[src/rtl/pwm_pair_pkg.sv]
package pwm_pair_pkg;
    // counter clocks per dead band step
    localparam int DT_STEP = 4;

    function automatic int dead_cnt_w(input int dt_w);
        return $clog2(((2 ** dt_w) - 1) * DT_STEP + 1);
    endfunction
endpackage

[src/rtl/pwm_pair_edge.sv]
module pwm_pair_edge #(
    parameter int CNT_W = 16
) (
    input  logic             clk,
    input  logic             rst_n,
    input  logic             load_en,
    input  logic [CNT_W-1:0] cnt_val,
    input  logic [CNT_W-1:0] lead_in,
    input  logic [CNT_W-1:0] len_in,
    output logic             req
);
    typedef struct packed {
        logic [CNT_W-1:0] lead;
        logic [CNT_W-1:0] len;
    } shadow_t;

    shadow_t    shd_d, shd_q;
    logic [CNT_W:0] stop_pt;

    always_comb begin
        shd_d = shd_q;
        if (load_en) begin
            shd_d.lead = lead_in;
            shd_d.len  = len_in;
        end
    end

    // one extra bit so lead + length never wraps
    assign stop_pt = {1'b0, shd_q.lead} + {1'b0, shd_q.len};
    assign req = ({1'b0, cnt_val} >= {1'b0, shd_q.lead}) &&
                 ({1'b0, cnt_val} < stop_pt);

    always_ff @(posedge clk or negedge rst_n) begin
        if (!rst_n) shd_q <= '0;
        else        shd_q <= shd_d;
    end
endmodule

[src/rtl/pwm_pair_deadband.sv]
module pwm_pair_deadband #(
    parameter int DCNT_W = 6
) (
    input  logic              clk,
    input  logic              rst_n,
    input  logic              run,
    input  logic              req,
    input  logic              dt_en,
    input  logic [DCNT_W-1:0] dt_cycles,
    input  logic              idle_lvl,
    input  logic              pol_lo,
    output logic              pin
);
    typedef struct packed {
        logic [DCNT_W-1:0] cnt;
        logic              pin;
    } db_t;

    db_t st_d, st_q;

    always_comb begin
        st_d = st_q;
        if (!run) begin
            st_d.cnt = '0;
            st_d.pin = idle_lvl;
        end else if (!req) begin
            st_d.cnt = '0;
            st_d.pin = pol_lo;          // inactive level
        end else if (!dt_en || (st_q.cnt >= dt_cycles)) begin
            st_d.pin = ~pol_lo;         // active level
        end else begin
            st_d.cnt = st_q.cnt + 1'b1;
            st_d.pin = pol_lo;
        end
    end

    always_ff @(posedge clk or negedge rst_n) begin
        if (!rst_n) st_q <= '0;
        else        st_q <= st_d;
    end

    assign pin = st_q.pin;
endmodule

[src/rtl/pwm_pair_top.sv]
module pwm_pair_top
    import pwm_pair_pkg::*;
#(
    parameter int CNT_W = 16,
    parameter int DT_W  = 4
) (
    input  logic             clk,
    input  logic             rst_n,
    input  logic             cnt_run,
    input  logic             cnt_wrap,
    input  logic [CNT_W-1:0] cnt_val,
    input  logic [CNT_W-1:0] lead_dly,
    input  logic [CNT_W-1:0] duty_len,
    input  logic             comp_en,
    input  logic [DT_W-1:0]  dead_code,
    input  logic             pol_lo_a,
    input  logic             pol_lo_b,
    input  logic             idle_a,
    input  logic             idle_b,
    output logic             pwm_a,
    output logic             pwm_b
);
    localparam int DCNT_W = dead_cnt_w(DT_W);

    logic              req_main;
    logic [1:0]        req_pair;
    logic [1:0]        idle_pair;
    logic [1:0]        pol_pair;
    logic [1:0]        pin_pair;
    logic              dt_en;
    logic [DCNT_W-1:0] dt_cycles;

    pwm_pair_edge #(.CNT_W(CNT_W)) u_edge (
        .clk     (clk),
        .rst_n   (rst_n),
        .load_en (cnt_wrap || !cnt_run),
        .cnt_val (cnt_val),
        .lead_in (lead_dly),
        .len_in  (duty_len),
        .req     (req_main)
    );

    assign dt_en     = comp_en && (dead_code != '0);
    assign dt_cycles = DCNT_W'(dead_code) * DCNT_W'(DT_STEP);
    assign req_pair  = {comp_en ? ~req_main : req_main, req_main};
    assign idle_pair = {idle_b, idle_a};
    assign pol_pair  = {pol_lo_b, pol_lo_a};

    for (genvar g = 0; g < 2; g++) begin : g_out
        pwm_pair_deadband #(.DCNT_W(DCNT_W)) u_db (
            .clk       (clk),
            .rst_n     (rst_n),
            .run       (cnt_run),
            .req       (req_pair[g]),
            .dt_en     (dt_en),
            .dt_cycles (dt_cycles),
            .idle_lvl  (idle_pair[g]),
            .pol_lo    (pol_pair[g]),
            .pin       (pin_pair[g])
        );
    end

    assign pwm_a = pin_pair[0];
    assign pwm_b = pin_pair[1];
endmodule

[config.mk]
export PLATFORM = sky130hd
export DESIGN_NAME = pwm_pair_top
export DESIGN_NICKNAME = d
export VERILOG_FILES = /design/src/rtl/pwm_pair_pkg.sv /design/src/rtl/pwm_pair_edge.sv /design/src/rtl/pwm_pair_deadband.sv /design/src/rtl/pwm_pair_top.sv
export SDC_FILE = /design/constraint.sdc
export NUM_CORES = 1
export LEC_CHECK = 0
export BUFFER_PORTS_ARGS = -buffer_cell sky130_fd_sc_hd__buf_2
export CAP_MARGIN = 5
export CORE_ASPECT_RATIO = 1.1
export CORE_MARGIN = 2
export CORE_UTILIZATION = 43
export CTS_CLUSTER_SIZE = 25
export DETAILED_ROUTE_END_ITERATION = 8
export GPL_TIMING_DRIVEN = 0
export PLACE_DENSITY = 0.65
export SLEW_MARGIN = 25
export SYNTH_ARGS = -nofsm -noshare
export SYNTH_HDL_FRONTEND = slang
export SYNTH_SLANG_ARGS = --single-unit
[constraint.sdc]
create_clock -name clk -period 8.48 [get_ports clk]
set_input_delay 0.424 -clock clk [delete_from_list [all_inputs] [get_ports clk]]
set_output_delay 0.424 -clock clk [all_outputs]
set_load 0.005 [all_outputs]
==> results.cfg <==
[power]
total_power_uw = 624
p_clk_frac = 0.225
power.internal_uw = 412
combPwrFrac = 0.383
p_leak_nw = 1.99
switching_share = 0.341
switchingPower_uw = 213
p_seq_frac = 0.392
power_density_mw_per_mm2 = 156
vdd_ir_drop_max_mv = 0.0743

[layout]
drive_gt1_frac = 0.221
antennaDiodeCount = 0
layout.nets = 545
stdcell_count = 533
fin_util = 0.508
area_growth_syn_to_layout_pct = 15.8

[yosys]
synth_top_family_by_area = adder cells
synthArstFlopShare = 1.00
ys_seq_area_frac = 0.333
synth_edf_count = 0
synth_area_mm2 = 0.00345
yosysTopAreaCell = dfrtp_1
synth-xor-area-share = 0.0659
synthesis.nets = 476
yosys.area_share.simple = 0.111
synth_compound_area_frac = 0.169
synth.area.mux_share = 0.0627
yosysTopAreaCellShare = 0.333
postSynthCellCount = 355
yosys_warnings = 0
synth_most_common_cell = ha_1
synth_fa_ha_area_frac = 0.220
ys_seq_elements = 46
avgSynthCellArea_um2 = 9.73
synth_common_cells = 59 x ha_1, 46 x dfrtp_1, 33 x nand2_1
yosys.cell_types.count = 42
ys.flop_type = dfrtp_1
yosys-top-cells-area = dfrtp_1 33%, ha_1 21%, mux2_2 5.5%, xnor2_1 3.8%, nand2_1 3.6%

[clocking]
clkSlewWorstSetupHoldPaths_ps = 90
cts_resized = 0
cts_tree = done
cts_buffers = 5
cts_hold_buf = 0
clock_tree.htree_level_count = 2
clockBufferDepth = 2
postCtsSetupBuffers = 0
clock-root-buffer = clkbuf_8
clock_latency_ps = 300
numClockSinks = 46

[route]
wl_per_cell_um = 13.6
routed_wl_um = 7270
drc = 0
dr_total_vias = 2743
avgViaCountPerCell = 5.15
ant_nets = 0
first_iter_violations = 72
first_pass_iters = 4

[sta]
final_hold_viol_count = 0
fin_crit_ps = 4200
fmax_mhz = 238
slew_viol_final = 0
fin_skew_ps = 5.13
finalCritPeriodShare = 0.495
worst_slew_pin_slew_ps = 791
rsz0062_at_grt = no
setup_viol = 0
max_slew_margin = 0.464
tns_ps = 0

[global_routing]
grt.total_usage = 0.177
first_global_vias = 2870
grt_pass1_wl_um = 12400
grt_max_degree = 47
antenna_found_initial = 0
grt_overflow = 0

[placement]
gp_congestion = 0.834
port_buffers = 62
place_inst = 525
dp_hpwl_um = 5830

[floorplanning]
die-width_um = 89.4
dieArea_mm2 = 0.00876
start_util = 0.439
die_h_um = 98.0
pin_count = 63
core_mm2 = 0.00787
rows = 34

[worst_setup_path]
cp.arrival_ps = 4390
crit_path_end_kind = flip-flop
cp_cell_sequence = ha_1 > a21o_1 > a21oi_1 > o21a_1 > o31ai_1 > a21boi_0 > o21bai_1 > a21oi_1 > xor2_1 > ha_1 > a211o_1 > a21oi_1 > o211ai_1 > a21oi_1 > o31ai_4 > mux2i_1 > xor2_1 > mux2_4
cp_data_required_time_ps = 8670
critPathMaxStageDelay_ps = 510
path_delay_family = compound AO/OA/AOI/OAI gates
path_class = reg -> reg
worstSetupStartpointType = flip-flop
cp_slowest_cell = o31ai_1
worst-path-buf-inv = 0
cp_common_cell = a21oi_1
crit_fanout = 3

[min_path]
min_path_type = in -> async

[outcome]
status = finished, final reports clean

[flow_run]
cap_violations = 0
-- final timing paths --
check / from / endpoint / slack (ps) / cells after the start
hold reg to reg: u_edge.shd_q[6]$_DFFE_PN0P_ / u_edge.shd_q[6]$_DFFE_PN0P_ / 520 / 1
max in group asynchronous: rst_n / u_edge.shd_q[13]$_DFFE_PN0P_ / 7960 / 1
hold / removal: rst_n / u_edge.shd_q[2]$_DFFE_PN0P_ / 120 / 1
min in group clk: lead_dly[14] / u_edge.shd_q[30]$_DFFE_PN0P_ / 330 / 3
setup reg to reg: u_edge.shd_q[1]$_DFFE_PN0P_ / g_out[1].u_db.pin$_DFF_PN0_ / 4280 / 18
setup / recovery: u_edge.shd_q[1]$_DFFE_PN0P_ / g_out[1].u_db.pin$_DFF_PN0_ / 4280 / 18
-- state kept, by name (all words and copies together), names as in the netlist --
signal,cells
u_edge.shd_q,32
g_out.u_db.st_q,12
g_out.u_db.pin,2
-- final cells by class --
class                           instances  area [um^2]
Tap cell                              108          135
Buffer                                  5         18.8
Multi-Input combinational cell        274         2180
Fill cell                             743         3870
Timing Repair Buffer                   62          313
Clock buffer                            7         86.3
Sequential cell                        46         1150
Clock inverter                          1         5.00
Inverter                               30          113
-- placed cells by master (no fill, tap or decap), drive strengths merged, types with 12 or more instances in the layout --
master / count
buf: 62
ha: 59
dfrtp: 46
nand2: 33
inv: 30
a21oi: 23
o21ai: 22
nor2: 21
mux2: 18
xnor2: 15
clkbuf: 12
-- power by group through the flow --
stage                     Combinational [mW]  Sequential (mW)  Clock, mW
after floorplan                        0.176            0.247          0
after global placement                 0.233            0.249          0
after detailed placement               0.238            0.250          0
after CTS                              0.240            0.245      0.146
final                                  0.239            0.245      0.140
after global routing                   0.274            0.248      0.156
-- routing by layer --
layer,up-vias,wire length (um),GRT usage
li1,1399,-,-
met1,1285,3440,0.229
met2,52,3510,0.305
met3,7,231,0.0262
met4,0,83,0.0471
met5,-,0,0
-- cell families (layout without fill, tap and decap cells) --
group                    after synthesis  in the layout
AO/OA/AOI/OAI                         85             85
AND/OR/NAND/NOR                       84             84
adder cells (fa/ha/maj)               60             60
flip-flops                            46             46
buffers and inverters                 35            105
XOR/XNOR                              26             26
multiplexers                          19             19
-- through the flow --
stage / hold WS (ps) / setup slack, ps / cell area (um^2)
global placement: 504 / 4330 / 3900
detailed placement: 481 / 4270 / 3900
CTS: 152 / 4240 / 3990
global route: 167 / 4010 / 4000
floorplan: 128 / 4740 / 3450
finish: 123 / 4280 / 4000
No activity file was read; power rests on OpenSTA's default activity.
